$ cat src/rtl/drs_pkg.sv
package drs_pkg;

  typedef enum logic [2:0] {
    ACT_IDLE = 3'd0,
    ACT_R1   = 3'd1,
    ACT_R2   = 3'd2,
    ACT_BOTH = 3'd3,
    ACT_NONE = 3'd4
  } act_e;

  typedef struct packed {
    act_e s0;
    act_e s1;
    act_e s2;
  } plan_t;

  typedef enum logic [1:0] {
    ST_IDLE = 2'd0,
    ST_EXEC = 2'd1,
    ST_GAP  = 2'd2
  } seq_state_e;

  function automatic plan_t up_plan(input logic [2:0] code);
    plan_t p;
    case (code)
      3'b000:  p = '{ACT_IDLE, ACT_R2,   ACT_R1};
      3'b001:  p = '{ACT_R2,   ACT_R1,   ACT_IDLE};
      3'b010:  p = '{ACT_R2,   ACT_IDLE, ACT_R1};
      3'b011:  p = '{ACT_R1,   ACT_R2,   ACT_IDLE};
      3'b100:  p = '{ACT_IDLE, ACT_R1,   ACT_R2};
      3'b101:  p = '{ACT_R1,   ACT_IDLE, ACT_R2};
      3'b110:  p = '{ACT_R2,   ACT_R1,   ACT_NONE};
      default: p = '{ACT_BOTH, ACT_IDLE, ACT_NONE};
    endcase
    return p;
  endfunction

  function automatic plan_t down_plan(input logic [2:0] code);
    plan_t p;
    case (code)
      3'b000:  p = '{ACT_IDLE, ACT_R2,   ACT_R1};
      3'b001:  p = '{ACT_IDLE, ACT_R1,   ACT_R2};
      3'b010:  p = '{ACT_R1,   ACT_IDLE, ACT_R2};
      3'b011:  p = '{ACT_R1,   ACT_R2,   ACT_IDLE};
      3'b100:  p = '{ACT_R2,   ACT_R1,   ACT_IDLE};
      3'b101:  p = '{ACT_R2,   ACT_IDLE, ACT_R1};
      3'b110:  p = '{ACT_R1,   ACT_R2,   ACT_NONE};
      default: p = '{ACT_IDLE, ACT_BOTH, ACT_NONE};
    endcase
    return p;
  endfunction

endpackage

$ cat src/rtl/drs_tick_gen.sv
module drs_tick_gen #(
  parameter int DIV = 25000
) (
  input  logic clk,
  input  logic rst_n,
  input  logic run,
  output logic tick
);
  localparam int CW = (DIV > 2) ? $clog2(DIV) : 1;
  localparam logic [CW-1:0] LAST = CW'(DIV - 1);

  logic [CW-1:0] cnt_q;

  assign tick = run && (cnt_q == LAST);

  always_ff @(posedge clk) begin
    if (!rst_n || !run) cnt_q <= '0;
    else if (cnt_q == LAST) cnt_q <= '0;
    else cnt_q <= cnt_q + 1'b1;
  end

  AST_TICK_SPACED: assert property (@(posedge clk) disable iff (!rst_n)
    tick |=> !tick);

endmodule

$ cat src/rtl/drs_gap_timer.sv
module drs_gap_timer #(
  parameter int W = 4
) (
  input  logic         clk,
  input  logic         rst_n,
  input  logic         load,
  input  logic [W-1:0] load_val,
  input  logic         tick,
  output logic         expire
);
  logic [W-1:0] rem_q;

  assign expire = tick && (rem_q == W'(1));

  always_ff @(posedge clk) begin
    if (!rst_n) rem_q <= '0;
    else if (load) rem_q <= load_val;
    else if (tick && rem_q != '0) rem_q <= rem_q - 1'b1;
  end

  AST_NO_UNDERFLOW: assert property (@(posedge clk) disable iff (!rst_n)
    (tick && !load) |-> (rem_q != '0));

endmodule

$ cat src/rtl/drs_order_decode.sv
module drs_order_decode
  import drs_pkg::*;
#(
  parameter bit IS_DOWN = 1'b0
) (
  input  logic [2:0] code,
  output plan_t      plan
);
  generate
    if (IS_DOWN) begin : g_down
      always_comb plan = down_plan(code);
    end else begin : g_up
      always_comb plan = up_plan(code);
    end
  endgenerate
endmodule

$ cat src/rtl/dual_rail_sequencer.sv
module dual_rail_sequencer
  import drs_pkg::*;
#(
  parameter int CLK_HZ    = 50_000_000,
  parameter int TICK_HZ   = 2000,
  parameter int MAX_TICKS = 8
) (
  input  logic       clk,
  input  logic       rst_n,
  input  logic [1:0] mode_sel,
  input  logic       master_en,
  input  logic       rail1_req,
  input  logic       rail2_req,
  input  logic       fault_in,
  input  logic       fault_ignore,
  input  logic [2:0] up_order,
  input  logic [2:0] down_order,
  input  logic [1:0] up_gap1,
  input  logic [1:0] up_gap2,
  input  logic [1:0] down_gap1,
  input  logic [1:0] down_gap2,
  output logic       rail1_en,
  output logic       rail2_en,
  output logic       busy
);
  localparam int DIV   = CLK_HZ / TICK_HZ;
  localparam int GAP_W = $clog2(MAX_TICKS + 1);

  seq_state_e state_q;
  logic       dir_up_q;
  logic [1:0] idx_q;
  logic       r1_q, r2_q;
  logic       men_q;

  plan_t up_p, dn_p, cur_p;
  act_e  cur_act;
  logic  seq_mode, flt_act, men_rise, men_fall, running;
  logic  want_down, start_down, start_up, last_slot;
  logic  hit_r1, hit_r2;
  logic [1:0]       gap_sel;
  logic [GAP_W-1:0] gap_ticks;
  logic  tick, expire, tmr_load;

  drs_order_decode #(.IS_DOWN(1'b0)) u_up_dec (.code(up_order),   .plan(up_p));
  drs_order_decode #(.IS_DOWN(1'b1)) u_dn_dec (.code(down_order), .plan(dn_p));

  assign seq_mode = (mode_sel != 2'b00);
  assign flt_act  = fault_in && !fault_ignore;
  assign men_rise = master_en && !men_q;
  assign men_fall = !master_en && men_q;
  assign running  = (state_q != ST_IDLE);

  assign cur_p = dir_up_q ? up_p : dn_p;

  always_comb begin
    case (idx_q)
      2'd0:    cur_act = cur_p.s0;
      2'd1:    cur_act = cur_p.s1;
      default: cur_act = cur_p.s2;
    endcase
  end

  assign last_slot = (idx_q == 2'd2) || (idx_q == 2'd1 && cur_p.s2 == ACT_NONE);
  assign hit_r1    = (cur_act == ACT_R1) || (cur_act == ACT_BOTH);
  assign hit_r2    = (cur_act == ACT_R2) || (cur_act == ACT_BOTH);

  // Power-down has priority; a running sequence in the same direction is kept
  assign want_down  = men_fall || (flt_act && (running ? dir_up_q : (r1_q || r2_q)));
  assign start_down = seq_mode && want_down && !(running && !dir_up_q);
  assign start_up   = seq_mode && !start_down && men_rise && !flt_act
                      && !(running && dir_up_q);

  always_comb begin
    if (idx_q == 2'd0) gap_sel = dir_up_q ? up_gap1 : down_gap1;
    else               gap_sel = dir_up_q ? up_gap2 : down_gap2;
  end
  assign gap_ticks = GAP_W'(1) << gap_sel;
  assign tmr_load  = seq_mode && (state_q == ST_EXEC) && !last_slot
                     && !start_down && !start_up;

  drs_tick_gen #(.DIV(DIV)) u_tick (
    .clk  (clk),
    .rst_n(rst_n),
    .run  (state_q == ST_GAP),
    .tick (tick)
  );

  drs_gap_timer #(.W(GAP_W)) u_timer (
    .clk     (clk),
    .rst_n   (rst_n),
    .load    (tmr_load),
    .load_val(gap_ticks),
    .tick    (tick),
    .expire  (expire)
  );

  always_ff @(posedge clk) begin
    if (!rst_n) men_q <= 1'b0;
    else        men_q <= master_en;
  end

  always_ff @(posedge clk) begin
    if (!rst_n) begin
      state_q  <= ST_IDLE;
      dir_up_q <= 1'b0;
      idx_q    <= 2'd0;
      r1_q     <= 1'b0;
      r2_q     <= 1'b0;
    end else if (!seq_mode) begin
      state_q <= ST_IDLE;
      idx_q   <= 2'd0;
      r1_q    <= rail1_req && !flt_act;
      r2_q    <= rail2_req && !flt_act;
    end else if (start_down || start_up) begin
      state_q  <= ST_EXEC;
      dir_up_q <= start_up;
      idx_q    <= 2'd0;
    end else begin
      case (state_q)
        ST_EXEC: begin
          if (hit_r1) r1_q <= dir_up_q;
          if (hit_r2) r2_q <= dir_up_q;
          state_q <= last_slot ? ST_IDLE : ST_GAP;
        end
        ST_GAP: begin
          if (expire) begin
            state_q <= ST_EXEC;
            idx_q   <= idx_q + 2'd1;
          end
        end
        default: state_q <= ST_IDLE;
      endcase
    end
  end

  assign rail1_en = r1_q;
  assign rail2_en = r2_q;
  assign busy     = running;

  AST_GAP_FROZEN: assert property (@(posedge clk) disable iff (!rst_n)
    (seq_mode && state_q != ST_EXEC) |=> $stable({rail1_en, rail2_en}));

  AST_UP_NO_DROP: assert property (@(posedge clk) disable iff (!rst_n)
    (seq_mode && running && dir_up_q) |=> (!$fell(rail1_en) && !$fell(rail2_en)));

  AST_DOWN_NO_RISE: assert property (@(posedge clk) disable iff (!rst_n)
    (seq_mode && running && !dir_up_q) |=> (!$rose(rail1_en) && !$rose(rail2_en)));

  AST_FAULT_NO_RISE: assert property (@(posedge clk) disable iff (!rst_n)
    (seq_mode && flt_act) |=> (!$rose(rail1_en) && !$rose(rail2_en)));

  AST_DIRECT_NOT_BUSY: assert property (@(posedge clk) disable iff (!rst_n)
    (!seq_mode) |=> !busy);

endmodule

$ cat config.mk
export PLATFORM = sky130hd
export DESIGN_NAME = dual_rail_sequencer
export DESIGN_NICKNAME = d
export VERILOG_FILES = /design/src/rtl/drs_pkg.sv /design/src/rtl/drs_tick_gen.sv /design/src/rtl/drs_gap_timer.sv /design/src/rtl/drs_order_decode.sv /design/src/rtl/dual_rail_sequencer.sv
export SDC_FILE = /design/constraint.sdc
export NUM_CORES = 1
export LEC_CHECK = 0
export CAP_MARGIN = 5
export CORE_UTILIZATION = 43
export DETAILED_ROUTE_END_ITERATION = 16
export DONT_BUFFER_PORTS = 1
export GPL_ROUTABILITY_DRIVEN = 0
export GPL_TIMING_DRIVEN = 0
export MAX_ROUTING_LAYER = met4
export PLACE_DENSITY = 0.63
export SLEW_MARGIN = 20
export SYNTH_ARGS = -nofsm -noshare
export SYNTH_HDL_FRONTEND = slang
export SYNTH_SLANG_ARGS = --single-unit
$ cat constraint.sdc
create_clock -name clk -period 2.54 [get_ports clk]
set_input_delay 0.127 -clock clk [delete_from_list [all_inputs] [get_ports clk]]
set_output_delay 0.127 -clock clk [all_outputs]
set_load 0.02 [all_outputs]
# Word level (Yosys, flattened, before mapping)
# Index checks and enable logic that the tools add are counted.
# word_totals
regBits	27
input_bits	23
output_inout_bits	3
elab_cells	120
# op_classes
addsub	3
eq_ne	28
shifts	1
mux	22
bitwise	2
reduce_logical	55
# op_table
op	count
$pmux W8 S7	2
$logic_and A1 B1 Y1	22
$eq A3 B3 Y1 const B	7
$eq A3 B2 Y1 const B	6
$add A15 B1 Y15 const B	1
$eq A15 B15 Y1 const B	1
$logic_not A1 Y1	12
$mux W1	10
$mux W2	5
$eq A3 B1 Y1 const B	3
$mux W9	1
$mux W4	2
$logic_or A1 B1 Y1	7
$logic_not A3 Y1	2
$ne A2 B1 Y1 const B	3
$pmux W3 S2	1
$reduce_and A2 Y1	3
$reduce_and A3 Y1	2
$reduce_bool A2 Y1	3
$eq A2 B1 Y1 const B	2
$eq A2 B2 Y1 const B	2
$eq A4 B1 Y1 const B	1
$ne A2 B2 Y1 const B	2
$pmux W2 S2	1
9 further kinds	10

# Depth between registers and ports, before layout
# depth
word_depth	14
depth_mapped	8
mapped_depth_nobuf	7

# Modules after synthesis
# Synthesis repeated with hierarchy kept, for this count alone.
# hier_totals
hier_cells	227
area_unflattened_um2	1903.1
# by_module_without_submodules
module	n_inst	cells_each	area_each_um2	seq_area_each_um2
dual_rail_sequencer	1	89	754.5	160.2
drs_tick_gen	1	77	686.9	300.3
drs_gap_timer	1	32	265.3	80.1
drs_order_decode (u_dn_dec)	1	16	106.4	0.0
drs_order_decode (u_up_dec)	1	13	90.1	0.0

# Worst setup path before layout
# OpenSTA, ideal clock, no wires.
# synth_path
path_kind	reg-to-reg
from	register u_tick.cnt_q[6]
to	register u_timer.rem_q[2]
setup_ns	0.120
t_arrival_ns	1.959
t_required_ns	2.420
path_slack_ns	0.461
path_stages_with_launch	7
path_buffers	0
period_less_slack_ns	2.079
path_cell_list	dfxtp_1 > or4b_1 > or4_4 > nor2b_4 > nand3_2 > and3_1 > o31a_1
# synth_between
elab_chain_cells	4
# synth_lines
element	line_no	rtl
start: declaration	drs_tick_gen.sv:12	logic [CW-1:0] cnt_q;
start signal: assignment	drs_tick_gen.sv:19	else cnt_q <= cnt_q + 1'b1;
$eq A15 B15 Y1	drs_tick_gen.sv:14	assign tick = run && (cnt_q == LAST);
$logic_and A1 B1 Y1	drs_tick_gen.sv:14	
$logic_and A1 B1 Y1	drs_gap_timer.sv:18	else if (tick && rem_q != '0) rem_q <= rem_q - 1'b1;
$reduce_bool A2 Y1 (no source line)	-	
end signal: assignment	drs_gap_timer.sv:17	else if (load) rem_q <= load_val;
end signal: assignment	drs_gap_timer.sv:18	
end: declaration	drs_gap_timer.sv:11	logic [W-1:0] rem_q;
# Every way passes these cells.
# A chain may end at the register's enable or synchronous reset.

# Worst setup path in the final report
# layout_path
from	register dir_up_q
to	register u_timer.rem_q[1]
# layout_between
elab_chain_cells	13
elab_cells_between_ends	30
classes_between	eq/ne (1); shift (1); mux (6); reduce/logical (22)
# layout_lines
element	line_no	rtl
start: declaration	dual_rail_sequencer.sv:30	logic dir_up_q;
start signal: assignment	dual_rail_sequencer.sv:116	dir_up_q <= start_up;
$mux W1	dual_rail_sequencer.sv:68	assign want_down = men_fall || (flt_act && (running ? dir_up_q : (r1_q || r2_q)));
$logic_and A1 B1 Y1	dual_rail_sequencer.sv:68	
$logic_or A1 B1 Y1	dual_rail_sequencer.sv:68	
$logic_and A1 B1 Y1 (2 in series)	dual_rail_sequencer.sv:69	assign start_down = seq_mode && want_down && !(running && !dir_up_q);
$logic_not A1 Y1	dual_rail_sequencer.sv:70, dual_rail_sequencer.sv:79	
$logic_and A1 B1 Y1 (3 in series)	dual_rail_sequencer.sv:70	assign start_up = seq_mode && !start_down && men_rise && !flt_act
$logic_and A1 B1 Y1	dual_rail_sequencer.sv:71	&& !(running && dir_up_q);
$logic_not A1 Y1	dual_rail_sequencer.sv:79	&& !start_down && !start_up;
$logic_and A1 B1 Y1	dual_rail_sequencer.sv:79	
$mux W4 or $reduce_bool A2 Y1 (tied branches)	-	
# Several ways; a longest one is shown, not always the timed one.

==> results.yml <==
critical_path:
  setup.worst_path.start_class: "register"
  r2r-end: "u_timer.rem_q[1]"
  path_class: "register to register"
  worstPathMaxFanout: 10
  reg2reg_from: "dir_up_q"
  critPathLaunch: "dir_up_q"
  r2r_cells: 7
  required_ns: 2.75
  critical_path_arrival_ns: 2.43
  worst_setup_path_end_kind: "register"
  worst-r2r-setup-slack_ns: 0.32
timing:
  actual_slew_at_the_worst_max_slew_pin_ns: 0.4002
  final_min_period_over_clock_period_pct: 87.40
  report.final.hold_viol_count: 0
  finalWorstPathRequiredPeriod_ns: 2.220
  holdWs_ns: 0.06301
  finClkSkew_ns: 0.005964
  slew_viol_final: 0
  rsz_0062_raised_after_global_routing: "false"
  max_slew_margin_pct: 73.32
  achievable-frequency_ghz: 0.4504
  final-setup-viol-count: 0
  sum_neg_setup_slack_ns: 0
clocking:
  clock_insertion_delay_worst_skew_ns: 0.27
  worst_setup_hold_path_clk_slew_ns: 0.10
  cts_tree: "done"
  cts_sinks: 27
  cts.repair_timing.setup_buffer_count: 0
  ctsResizeCount: 0
  cts_hold_buffers: 1
  cts.htree.levels: 1
  total_cts_buffers: 3
  clk_root_buffer_cell: "sky130_fd_sc_hd__clkbuf_8"
  cts.path.max_buffers: 2
logic_synthesis:
  synthesis.area_um2: 1647
  synth_nets: 230
  synth_flop_cell: "sky130_fd_sc_hd__dfxtp_1"
  ys_types: 47
  ys_warn_count: 0
  synth_edf_count: 0
  synth-seq-area-share_pct: 32.83
  syn_avg_cell_area_um2: 8.233
  post_synth_inst_count: 200
  postSynthRegisterBits: 27
  async_reset_ff_share_pct: 0
floorplanning:
  die_height_um: 63.88
  floorplan.die.width_um: 63.88
  floorplan.initialDensity_pct: 44.98
  design.core.area_um2: 3661
  pin_count: 26
  floorplan.rows: 22
  design.die.area_um2: 4081
placement:
  detailed_place.area_um2: 1707
  placed_cells_incl_taps: 248
  port_buffers: 0
  hpwlAfterDp_um: 2541
min_path:
  min-delay-start: "rail1_req"
  min_to: "rail1_en"
  hold_path_class: "input pin to register"
  whs_path_depth: 2
cells_and_area:
  antenna_cells: 0
  finish.net_count: 236
  drive_gt1_share_pct: 7.317
  stdcell_area_um2: 1765
  fin_cells: 253
  fillCellCount: 377
  layout-area-overhead-vs-synth_pct: 7.219
routing:
  detail_route.wl_per_cell_um: 12.80
  route.vias.total: 1397
  wirelength_um: 3238
  drt_iter0_markers: 69
  route.detailed.drc: 0
  detail-route-antenna-nets: 0
  firstDrtPassIters: 4
  drt-vias-per-instance: 5.522
global_routing:
  grt_pass1_wl_um: 5382
  global_route.overflow_total: 0
  antenna_violations_before_repair: 0
  grt_max_degree: 17
  first_global_vias: 1289
  all_layer_global_routing_usage_pct: 17.28
flow_run:
  maxCapViolCount: 0
power:
  total_leakage_power_nw: 0.6065
  ir_drop_uv: 242.2
  power.density_nw_per_um2: 464.4
status:
  status: "finished, final reports clean"
-- where the power goes --
part	switching, W	leakage, nW	total [W]	internal (W)
logic	0.0000707	0.366	0.000126	0.0000551
registers	0.0000135	0.219	0.000448	0.000434
clock network	0.000135	0.0217	0.000246	0.000111
-- cell type report --
| cell class | count | area (µm²) | area share (%) |
|---|---|---|---|
| plain buffers | 8 | 36.28 | 2.055 |
| flip-flops and latches | 27 | 540.5 | 30.62 |
| clock inverters | 1 | 7.507 | 0.4252 |
| multi-input cells | 158 | 1044 | 59.11 |
| clock buffers | 3 | 41.29 | 2.339 |
| well taps | 48 | 60.06 | 3.402 |
| repair buffers | 1 | 10.01 | 0.5670 |
| inverters | 7 | 26.28 | 1.488 |
-- cells by family after synthesis --
kind of cell / count (synthesis) / share of synthesized area, %
adders and majority gates: 7 / 5.319
buffers and inverters: 15 / 3.799
and+or+nand+nor: 93 / 29.33
DFF: 27 / 32.83
muxes: 6 / 5.167
xor gates and xnor gates: 20 / 10.64
AOI/OAI and AO/OA: 32 / 12.92
-- critical path, stage by stage, from the launching register on --
cell                       delay [ns]
sky130_fd_sc_hd__dfxtp_1         0.34
sky130_fd_sc_hd__buf_4           0.19
sky130_fd_sc_hd__o21ai_0         0.14
sky130_fd_sc_hd__a211o_1         0.34
sky130_fd_sc_hd__or3_1           0.30
sky130_fd_sc_hd__clkbuf_1        0.18
sky130_fd_sc_hd__or3b_2          0.50
sky130_fd_sc_hd__a31oi_1         0.16
-- stage by stage --
step | utilization, % | worst slack [ns] | total power (W)
detailed placement | 46.62 | 0.3389 | 0.0005805
global placement | 46.62 | 0.3661 | 0.0005771
floorplan | - | 0.4613 | 0.0005580
global route | 48.22 | 0.1750 | 0.0008638
finish | 48.22 | 0.3199 | 0.0008199
CTS | 48.22 | 0.3219 | 0.0008308
-- how the worst max path moves through the flow --
stage / slack (ns) / cells past startpoint / to
2_1_floorplan: 0.46 / 6 / u_timer.rem_q[2]
3_3_place_gp: 0.37 / 7 / u_timer.rem_q[1]
3_5_place_dp: 0.34 / 7 / u_timer.rem_q[1]
4_1_cts: 0.32 / 7 / u_timer.rem_q[1]
5_1_grt: 0.17 / 7 / u_timer.rem_q[1]
6_report: 0.32 / 7 / u_timer.rem_q[1]
-- state kept, by name (all words and copies together), names as in the netlist --
name	count
u_timer.rem_q	4
idx_q	2
state_q	2
u_tick.cnt_q	15
men_q	1
dir_up_q	1
rail2_en	1
rail1_en	1
-- synthesized netlist by cell type, types with 2 or more instances --
master,count,area [µm²]
sky130_fd_sc_hd__a211oi_1,5,37.54
sky130_fd_sc_hd__a21oi_1,9,45.04
sky130_fd_sc_hd__and2_1,2,12.51
sky130_fd_sc_hd__and3_1,2,12.51
sky130_fd_sc_hd__buf_2,2,10.01
sky130_fd_sc_hd__clkbuf_1,4,15.01
sky130_fd_sc_hd__dfxtp_1,27,540.5
sky130_fd_sc_hd__ha_1,7,87.58
sky130_fd_sc_hd__inv_1,7,26.28
sky130_fd_sc_hd__mux2i_1,4,40.04
sky130_fd_sc_hd__mux4_2,2,45.04
sky130_fd_sc_hd__nand2_1,15,56.30
sky130_fd_sc_hd__nand2b_1,6,37.54
sky130_fd_sc_hd__nand3_1,13,65.06
sky130_fd_sc_hd__nand4_1,3,18.77
sky130_fd_sc_hd__nor2_1,31,116.4
sky130_fd_sc_hd__nor3_1,3,15.01
sky130_fd_sc_hd__nor3b_1,2,15.01
sky130_fd_sc_hd__nor4_1,2,12.51
sky130_fd_sc_hd__o211ai_1,2,15.01
sky130_fd_sc_hd__o21ai_0,5,25.02
sky130_fd_sc_hd__o22ai_1,2,12.51
sky130_fd_sc_hd__or3_1,2,12.51
sky130_fd_sc_hd__or4b_1,2,20.02
sky130_fd_sc_hd__xnor2_1,9,78.83
sky130_fd_sc_hd__xor2_1,11,96.34
-- placed cells by master, fill, tap and decap left out, types with 3 or more instances in the layout --
cell	instances
sky130_fd_sc_hd__nor2_1	31
sky130_fd_sc_hd__dfxtp_1	27
sky130_fd_sc_hd__nand2_1	15
sky130_fd_sc_hd__nand3_1	13
sky130_fd_sc_hd__xor2_1	11
sky130_fd_sc_hd__xnor2_1	9
sky130_fd_sc_hd__a21oi_1	9
sky130_fd_sc_hd__inv_1	7
sky130_fd_sc_hd__ha_1	7
sky130_fd_sc_hd__nand2b_1	6
sky130_fd_sc_hd__o21ai_0	5
sky130_fd_sc_hd__a211oi_1	5
sky130_fd_sc_hd__clkbuf_1	4
sky130_fd_sc_hd__mux2i_1	4
sky130_fd_sc_hd__nand4_1	3
sky130_fd_sc_hd__nor3_1	3
sky130_fd_sc_hd__clkbuf_8	3
-- layer usage --
layer / global-route usage [%] / share of wire [%]
met2: 30.32 / 51
met5: - / 0
met4: 5.114 / 0.56
met3: 2.857 / 3.6
met1: 20.11 / 45
Note: power is estimated with default switching activity, not from simulation.
